--- src/rtl/ctx_alloc_pkg.sv ---
package ctx_alloc_pkg;
  typedef enum logic [1:0] {
    OP_FRESH     = 2'd0,
    OP_JOIN      = 2'd1,
    OP_RELEASE   = 2'd2,
    OP_DROP_LANE = 2'd3
  } ctx_op_e;
endpackage

--- src/rtl/ctx_low_pick.sv ---
module ctx_low_pick #(
  parameter int WIDTH = 4,
  localparam int IW = (WIDTH > 1) ? $clog2(WIDTH) : 1
) (
  input  logic             clk,
  input  logic             rst_n,
  input  logic [WIDTH-1:0] req,
  output logic             any,
  output logic [IW-1:0]    idx
);
  always_comb begin
    idx = '0;
    for (int i = WIDTH - 1; i >= 0; i--) begin
      if (req[i]) idx = IW'(i);
    end
  end

  assign any = |req;

  logic [WIDTH-1:0] below_mask;
  always_comb begin
    below_mask = '0;
    for (int i = 0; i < WIDTH; i++) begin
      if (IW'(i) < idx) below_mask[i] = 1'b1;
    end
  end

  // the granted index is a requested bit with nothing lower requested
  a_r4_pick_lowest: assert property (@(posedge clk) disable iff (!rst_n)
    any |-> (req[idx] && ((req & below_mask) == '0)));
endmodule

--- src/rtl/ctx_tag_table.sv ---
module ctx_tag_table #(
  parameter int ID_W = 8,
  parameter int FR_W = 3,
  parameter int LN_W = 2,
  localparam int DEPTH = 1 << ID_W
) (
  input  logic            clk,
  input  logic            rst_n,
  input  logic [ID_W-1:0] rd_a_id,
  output logic            rd_a_hit,
  output logic [FR_W-1:0] rd_a_frame,
  output logic [LN_W-1:0] rd_a_lane,
  input  logic [ID_W-1:0] rd_b_id,
  output logic            rd_b_hit,
  output logic [FR_W-1:0] rd_b_frame,
  input  logic            set_en,
  input  logic [ID_W-1:0] set_id,
  input  logic [FR_W-1:0] set_frame,
  input  logic [LN_W-1:0] set_lane,
  input  logic            clr_en,
  input  logic [ID_W-1:0] clr_id
);
  logic [DEPTH-1:0] live_q;
  logic [FR_W-1:0]  frame_q [DEPTH];
  logic [LN_W-1:0]  lane_q  [DEPTH];

  always_ff @(posedge clk) begin
    if (!rst_n) begin
      live_q <= '0;
    end else begin
      if (set_en) live_q[set_id] <= 1'b1;
      if (clr_en) live_q[clr_id] <= 1'b0;
    end
  end

  always_ff @(posedge clk) begin
    if (set_en) begin
      frame_q[set_id] <= set_frame;
      lane_q[set_id]  <= set_lane;
    end
  end

  assign rd_a_hit   = live_q[rd_a_id];
  assign rd_a_frame = frame_q[rd_a_id];
  assign rd_a_lane  = lane_q[rd_a_id];
  assign rd_b_hit   = live_q[rd_b_id];
  assign rd_b_frame = frame_q[rd_b_id];

  // a mapping is never created over a live one
  a_r3_set_unmapped: assert property (@(posedge clk) disable iff (!rst_n)
    set_en |-> !live_q[set_id]);
  // only live mappings are removed
  a_r9_clear_mapped: assert property (@(posedge clk) disable iff (!rst_n)
    clr_en |-> live_q[clr_id]);
  // one command per cycle touches the table once
  a_r10_single_write: assert property (@(posedge clk) disable iff (!rst_n)
    !(set_en && clr_en));
endmodule

--- src/rtl/ctx_frame_pool.sv ---
module ctx_frame_pool #(
  parameter int NUM_FRAMES = 8,
  parameter int NUM_LANES  = 4,
  localparam int FR_W = (NUM_FRAMES > 1) ? $clog2(NUM_FRAMES) : 1,
  localparam int LN_W = (NUM_LANES > 1) ? $clog2(NUM_LANES) : 1
) (
  input  logic                 clk,
  input  logic                 rst_n,
  output logic                 idle_any,
  output logic [FR_W-1:0]      idle_idx,
  input  logic [FR_W-1:0]      rd_a_frame,
  output logic [NUM_LANES-1:0] rd_a_lanes,
  input  logic [FR_W-1:0]      rd_b_frame,
  output logic [NUM_LANES-1:0] rd_b_lanes,
  input  logic                 take_en,
  input  logic [FR_W-1:0]      take_frame,
  input  logic                 grab_en,
  input  logic [FR_W-1:0]      grab_frame,
  input  logic [LN_W-1:0]      grab_lane,
  input  logic                 give_en,
  input  logic [FR_W-1:0]      give_frame,
  input  logic [LN_W-1:0]      give_lane,
  input  logic                 give_release
);
  localparam logic [NUM_LANES-1:0] LANE0 = NUM_LANES'(1);

  logic [NUM_FRAMES-1:0] busy_q;
  logic [NUM_LANES-1:0]  lanes_q [NUM_FRAMES];

  always_ff @(posedge clk) begin
    if (!rst_n) begin
      busy_q <= '0;
      for (int f = 0; f < NUM_FRAMES; f++) lanes_q[f] <= '1;
    end else begin
      if (take_en) begin
        busy_q[take_frame]  <= 1'b1;
        lanes_q[take_frame] <= ~LANE0;
      end
      if (grab_en) lanes_q[grab_frame][grab_lane] <= 1'b0;
      if (give_en) begin
        lanes_q[give_frame][give_lane] <= 1'b1;
        if (give_release) busy_q[give_frame] <= 1'b0;
      end
    end
  end

  assign rd_a_lanes = lanes_q[rd_a_frame];
  assign rd_b_lanes = lanes_q[rd_b_frame];

  ctx_low_pick #(.WIDTH(NUM_FRAMES)) u_frame_pick (
    .clk   (clk),
    .rst_n (rst_n),
    .req   (~busy_q),
    .any   (idle_any),
    .idx   (idle_idx)
  );

  generate
    for (genvar g = 0; g < NUM_FRAMES; g++) begin : g_idle_chk
      // a frame sitting in the pool has every lane free
      a_r7_idle_all_free: assert property (@(posedge clk) disable iff (!rst_n)
        !busy_q[g] |-> (lanes_q[g] == '1));
    end
  endgenerate

  // a fresh claim only takes a pooled frame
  a_r2_take_idle: assert property (@(posedge clk) disable iff (!rst_n)
    take_en |-> !busy_q[take_frame]);
  // a join only takes a free lane of a frame in use
  a_r4_grab_free: assert property (@(posedge clk) disable iff (!rst_n)
    grab_en |-> (busy_q[grab_frame] && lanes_q[grab_frame][grab_lane]));
  // a released lane was held and its frame was in use
  a_r6_give_held: assert property (@(posedge clk) disable iff (!rst_n)
    give_en |-> (busy_q[give_frame] && !lanes_q[give_frame][give_lane]));
endmodule

--- src/rtl/ctx_alloc.sv ---
module ctx_alloc
  import ctx_alloc_pkg::*;
#(
  parameter int NUM_FRAMES = 8,
  parameter int NUM_LANES  = 4,
  parameter int ID_W       = 8,
  localparam int FR_W = (NUM_FRAMES > 1) ? $clog2(NUM_FRAMES) : 1,
  localparam int LN_W = (NUM_LANES > 1) ? $clog2(NUM_LANES) : 1
) (
  input  logic            clk,
  input  logic            rst_n,
  input  logic            cmd_valid,
  output logic            cmd_ready,
  input  logic [1:0]      cmd_op,
  input  logic [ID_W-1:0] cmd_act,
  input  logic [ID_W-1:0] cmd_parent,
  output logic            rsp_valid,
  input  logic            rsp_ready,
  output logic            rsp_ok,
  output logic [FR_W-1:0] rsp_frame,
  output logic [LN_W-1:0] rsp_lane,
  output logic            rsp_frame_freed,
  output logic            lane_clr_valid,
  output logic [FR_W-1:0] lane_clr_frame,
  output logic [LN_W-1:0] lane_clr_lane,
  output logic            slot_clr_valid,
  output logic [FR_W-1:0] slot_clr_frame
);
  ctx_op_e op;
  assign op = ctx_op_e'(cmd_op);

  logic fire;
  assign cmd_ready = !rsp_valid || rsp_ready;
  assign fire      = cmd_valid && cmd_ready;

  // table lookups
  logic            act_hit, par_hit;
  logic [FR_W-1:0] act_frame, par_frame;
  logic [LN_W-1:0] act_lane;

  // pool status
  logic                 idle_any;
  logic [FR_W-1:0]      idle_idx;
  logic [NUM_LANES-1:0] act_lanes, par_lanes;
  logic                 lane_any;
  logic [LN_W-1:0]      lane_idx;

  // decision
  logic            ok, freed, clr_lane;
  logic [FR_W-1:0] out_frame;
  logic [LN_W-1:0] out_lane;
  logic            set_en, clr_en, take_en, grab_en, give_en;
  logic [NUM_LANES-1:0] act_bit;

  always_comb begin
    act_bit = '0;
    act_bit[act_lane] = 1'b1;
  end

  always_comb begin
    ok        = 1'b0;
    freed     = 1'b0;
    clr_lane  = 1'b0;
    out_frame = '0;
    out_lane  = '0;
    set_en    = 1'b0;
    clr_en    = 1'b0;
    take_en   = 1'b0;
    grab_en   = 1'b0;
    give_en   = 1'b0;
    unique case (op)
      OP_FRESH: begin
        ok        = !act_hit && idle_any;
        out_frame = ok ? idle_idx : '0;
        take_en   = fire && ok;
        set_en    = fire && ok;
      end
      OP_JOIN: begin
        ok        = !act_hit && par_hit && lane_any;
        out_frame = ok ? par_frame : '0;
        out_lane  = ok ? lane_idx : '0;
        grab_en   = fire && ok;
        set_en    = fire && ok;
      end
      OP_RELEASE, OP_DROP_LANE: begin
        ok        = act_hit;
        out_frame = ok ? act_frame : '0;
        out_lane  = ok ? act_lane : '0;
        clr_lane  = ok;
        freed     = ok && (op == OP_RELEASE) && ((act_lanes | act_bit) == '1);
        give_en   = fire && ok;
        clr_en    = fire && ok;
      end
      default: ;
    endcase
  end

  ctx_tag_table #(.ID_W(ID_W), .FR_W(FR_W), .LN_W(LN_W)) u_tags (
    .clk        (clk),
    .rst_n      (rst_n),
    .rd_a_id    (cmd_act),
    .rd_a_hit   (act_hit),
    .rd_a_frame (act_frame),
    .rd_a_lane  (act_lane),
    .rd_b_id    (cmd_parent),
    .rd_b_hit   (par_hit),
    .rd_b_frame (par_frame),
    .set_en     (set_en),
    .set_id     (cmd_act),
    .set_frame  (out_frame),
    .set_lane   (out_lane),
    .clr_en     (clr_en),
    .clr_id     (cmd_act)
  );

  ctx_frame_pool #(.NUM_FRAMES(NUM_FRAMES), .NUM_LANES(NUM_LANES)) u_pool (
    .clk          (clk),
    .rst_n        (rst_n),
    .idle_any     (idle_any),
    .idle_idx     (idle_idx),
    .rd_a_frame   (act_frame),
    .rd_a_lanes   (act_lanes),
    .rd_b_frame   (par_frame),
    .rd_b_lanes   (par_lanes),
    .take_en      (take_en),
    .take_frame   (idle_idx),
    .grab_en      (grab_en),
    .grab_frame   (par_frame),
    .grab_lane    (lane_idx),
    .give_en      (give_en),
    .give_frame   (act_frame),
    .give_lane    (act_lane),
    .give_release (freed)
  );

  ctx_low_pick #(.WIDTH(NUM_LANES)) u_lane_pick (
    .clk   (clk),
    .rst_n (rst_n),
    .req   (par_lanes),
    .any   (lane_any),
    .idx   (lane_idx)
  );

  always_ff @(posedge clk) begin
    if (!rst_n) begin
      rsp_valid       <= 1'b0;
      rsp_ok          <= 1'b0;
      rsp_frame       <= '0;
      rsp_lane        <= '0;
      rsp_frame_freed <= 1'b0;
      lane_clr_valid  <= 1'b0;
      lane_clr_frame  <= '0;
      lane_clr_lane   <= '0;
      slot_clr_valid  <= 1'b0;
      slot_clr_frame  <= '0;
    end else begin
      lane_clr_valid <= fire && clr_lane;
      slot_clr_valid <= fire && freed;
      if (fire) begin
        rsp_valid       <= 1'b1;
        rsp_ok          <= ok;
        rsp_frame       <= out_frame;
        rsp_lane        <= out_lane;
        rsp_frame_freed <= freed;
        lane_clr_frame  <= out_frame;
        lane_clr_lane   <= out_lane;
        slot_clr_frame  <= out_frame;
      end else if (rsp_ready) begin
        rsp_valid <= 1'b0;
      end
    end
  end

  // a stalled response is held unchanged
  a_r10_hold_stalled: assert property (@(posedge clk) disable iff (!rst_n)
    (rsp_valid && !rsp_ready) |=> (rsp_valid &&
      $stable({rsp_ok, rsp_frame, rsp_lane, rsp_frame_freed})));
  // a successful fresh claim always returns lane 0
  a_r2_fresh_lane0: assert property (@(posedge clk) disable iff (!rst_n)
    (fire && op == OP_FRESH) |=> (!rsp_ok || rsp_lane == '0));
  // a lane-only release never frees the frame
  a_r8_drop_keeps_frame: assert property (@(posedge clk) disable iff (!rst_n)
    (fire && op == OP_DROP_LANE) |=> (!rsp_frame_freed && !slot_clr_valid));
endmodule

--- config.mk ---
export PLATFORM = sky130hd
export DESIGN_NAME = ctx_alloc
export DESIGN_NICKNAME = d
export VERILOG_FILES = /design/src/rtl/ctx_alloc_pkg.sv /design/src/rtl/ctx_low_pick.sv /design/src/rtl/ctx_tag_table.sv /design/src/rtl/ctx_frame_pool.sv /design/src/rtl/ctx_alloc.sv
export SDC_FILE = /design/constraint.sdc
export NUM_CORES = 2
export LEC_CHECK = 0
export BUFFER_PORTS_ARGS = -buffer_cell sky130_fd_sc_hd__buf_2
export CORE_MARGIN = 3
export CORE_UTILIZATION = 64
export DETAILED_ROUTE_END_ITERATION = 16
export PLACE_DENSITY = 0.8
export SYNTH_ARGS = -nofsm -noshare
export SYNTH_HDL_FRONTEND = slang
export SYNTH_SLANG_ARGS = --single-unit
--- constraint.sdc ---
create_clock -name clk -period 23.8 [get_ports clk]
set_clock_uncertainty 0.2 [all_clocks]
set_input_delay 2.38 -clock clk [delete_from_list [all_inputs] [get_ports clk]]
set_output_delay 2.38 -clock clk [all_outputs]
set_load 0.01 [all_outputs]
==> flow_summary_export.csv <==
group,metric,value,unit
layout,nets,3896,
route,viasPerCell,8.050,
critical_path,cp_max_fo,112,
route,drt.antenna.violating_nets,0,
clock_tree,htreeDepth,4,
floorplanning,initial_utilization,65.03,%
global_routing,grt_pass1_wl,317500,um
synth,ys_ff_latch,1586,
route,route.met2.wl,100500,um
global_routing,grt_pass1_vias,43540,
clock_tree,cts_resized,0,
place,place_congestion,1.018,
place,place_hpwl,138500,um
timing,min_period,10830,ps
route,top_layer,"met5",
floorplanning,die_height,342.9,um
layout,stdcell_area,79140,sq um
synth,ys.flop_type,"edfxtp_1",
timing,rsz0062_at_grt,"false",
floorplanning,core-area,111700,sq um
critical_path,arrival,11040,ps
synth,yosys_warnings,0,
clock_tree,post_cts_buffers,0,
worst_hold_path,min_from,"rsp_frame_freed",
run_status,violations,"capacitance limit, slew limit",
synth,synthCells,3912,
worst_hold_path,min_to,"rsp_frame_freed",
pwr,p_total,5.703,mW
layout,area.growth.synth_to_final,8.920,%
run,drv_cap,1,
clock_tree,cts.sinks,1586,
timing,worst_slew_pin_slew,1526,ps
synth,synth_fp_nets,3934,
floorplanning,die_x,342.9,um
synth,synth_cell_types,79,
pwr,irDropWorstVdd,66.68,uV
timing,tns,0,ps
synth,async_flop_share,0,%
timing,fmax,92.37,MHz
worst_hold_path,hold_depth,1,
route,routedWlPerCell,40.33,um
route,drc_errors,0,
critical_path,path_class,"input pin to flip-flop",
clock_tree,clkLatencyLatePin,800,ps
global_routing,antenna_found_initial,17,
route,drt-initial-drc-count,7747,
timing,fin_crit_sh,45.49,%
floorplanning,rows,122,
global_routing,grt_overflow,0,
timing,finalWorstSetupSlack,12970,ps
timing,slew_violations,5,
critical_path,rr_startpoint,"u_tags.frame_q[255][1]",
synth,synth-edff-count,1312,
timing,setup_violations,0,
route,num_vias,44340,
place,port_buffers,40,
timing,slew_headroom,-1.971,%
run_status,status,"finished, violations left",
worst_hold_path,min_path_type,"flip-flop to flip-flop",
critical_path,worstSetupEndpointType,"flip-flop",
critical_path,cp-start-kind,"input pin",
synth,synthesis.area,72660,sq um
floorplanning,die_area,117600,sq um
timing,finalHoldViolations,0,
layout,filler_cell_count,6591,
pwr,p_per_area,72.06,nW/um^2
place,dp_slack,12280,ps
critical_path,rrSetupSlack,15910,ps
synth,syn_avg_cell_area,18.57,sq um
pwr,p_leak,27.61,nW
critical_path,reg2reg_to,"u_tags.frame_q[0][0]",
clock_tree,cts_hold_buf,0,
route,dr.pass1.iters,6,
critical_path,reg2reg_depth,13,
route,wl_met1,72830,um
synth,seq_area_frac_synth,61.77,%
clock_tree,cts.clk_slew.worst_paths,60,ps
clock_tree,cts_tree,"done",
critical_path,worstPathRequired,24010,ps
layout,drive_above_1_share,36.15,%
clock_tree,cts-root-buf,"clkbuf_16",
place,dpl_cell_area,74010,sq um
clock_tree,cts.path.max_buffers,3,
global_routing,grt_usage,38.31,%
clock_tree,cts_buffers,159,
layout,fin_util,70.83,%
route,met3_length,32500,um
global_routing,grt_max_degree,144,
floorplanning,ios,41,
route,wl,222100,um
-- area by class of cell --
cell class	count	area (sq um)	area share [%]
Antenna cell	12	30.03	0.03794
Tap cell	1488	1862	2.352
Clock buffer	222	4462	5.638
Timing Repair Buffer	156	1205	1.522
Clock inverter	73	635.6	0.8031
Inverter	17	63.81	0.08063
Multi-Input combinational cell	1954	26000	32.85
Sequential cell	1586	44880	56.71
-- sequential cells by signal, summed over array words and instances, names as in the netlist --
| name | count |
|---|---|
| lane_clr_lane | 2 |
| lane_clr_valid | 1 |
| rsp_frame_freed | 1 |
| rsp_ok | 1 |
| rsp_valid | 1 |
| slot_clr_frame | 3 |
| slot_clr_valid | 1 |
| u_pool.busy_q | 8 |
| u_pool.lanes_q | 32 |
| u_tags.frame_q | 768 |
| u_tags.lane_q | 512 |
| u_tags.live_q | 256 |
-- layout by cell type, fill, tap and decap left out, types with 5 or more instances in the layout --
cell type,count
o221a_1,110
nor2b_1,24
mux4_2,762
buf_4,111
nor4_1,5
nor2_2,100
inv_1,16
a221oi_1,11
a21oi_1,32
clkbuf_16,164
and2_1,13
o21ai_0,27
bufinv_16,7
dfxtp_1,274
mux2_2,13
mux2i_1,63
nor2_1,222
o22ai_1,24
clkinv_1,22
o2111ai_4,16
o221a_2,150
edfxtp_1,1312
clkbuf_1,44
buf_8,5
buf_12,5
and3_1,9
buf_2,32
nand3_1,58
nand2b_1,17
a211oi_1,7
a22oi_1,45
a22o_1,6
diode_2,12
nand2_1,95
clkinv_2,27
nor3_1,14
o31ai_1,34
o21ai_1,6
clkbuf_8,15
-- cells in the mapped netlist (all sizes together), types with 7 or more instances --
cell,instances,area (sq um)
edfxtp,1312,39400
mux4,762,17160
nor2,323,1463
dfxtp,274,5485
o221a,260,2928
buf,193,1235
clkbuf,162,610.6
nand2,97,366.6
mux2i,63,630.6
nand3,58,290.3
a22oi,45,337.8
o31ai,35,262.8
a21oi,33,165.2
o21ai,33,165.2
nor2b,24,150.1
o22ai,24,150.1
inv,17,63.81
nand2b,17,106.4
nor3,16,80.08
o2111ai,16,364.1
and2,13,81.33
mux2,13,146.4
a221oi,12,111.4
and3,9,56.30
a211oi,8,65.06
nor4,7,65.06
-- worst max path at each step --
stage / from / to / slack, ps / depth (start not counted)
2_1_floorplan: cmd_act[0] / u_tags.lane_q[0][1] / 5660 / 12
3_3_place_gp: cmd_act[0] / u_tags.frame_q[3][0] / 12480 / 15
3_5_place_dp: cmd_act[0] / u_tags.frame_q[3][0] / 12280 / 15
4_1_cts: cmd_act[0] / u_tags.frame_q[3][0] / 13110 / 15
5_1_grt: cmd_act[0] / u_tags.frame_q[3][0] / 12550 / 15
6_report: cmd_act[0] / u_tags.frame_q[0][0] / 12970 / 15
-- through the flow --
step / instances / hold slack (ps)
final: 5508 / 281.2
after global routing: 5496 / 289.3
after CTS: 5496 / 284.0
after detailed placement: 5201 / 270.6
after global placement: 5201 / 265.1
after floorplan: 3912 / 256.4
-- logic make-up (layout without fill, tap and decap cells) --
kind of cell | Yosys count | after routing | share of synthesized area (%)
other | 0 | 12 | 0
flip-flops | 1586 | 1586 | 61.77
AND/OR/NAND/NOR | 589 | 589 | 3.919
buffers and inverters | 372 | 468 | 2.628
AO/OA/AOI/OAI | 527 | 527 | 6.995
multiplexers | 838 | 838 | 24.69
-- critical path: stages --
cell and delay [ps]:
buf_8 530, buf_4 700, buf_4 540, buf_4 740, mux4_2 610, mux4_2 530, mux2i_1 340, o41ai_1 110
a211o_1 400, nor2_1 140, and3_1 220, o41a_2 880, a221o_4 810, buf_4 710, buf_4 990
-- per-layer routing --
metal | up-vias | track usage (%)
met5 | - | 0
met1 | 22760 | 49.87
li1 | 16690 | -
met3 | 872 | 13.98
met2 | 3998 | 56.06
met4 | 18 | 22.79
-- power breakdown --
part           switching (mW)  leakage, nW  internal, mW
Sequential           0.000878         17.1          2.97
Clock                    1.08         2.50          1.39
Combinational           0.177         7.97        0.0872
No activity file was read; power rests on OpenSTA's default activity.
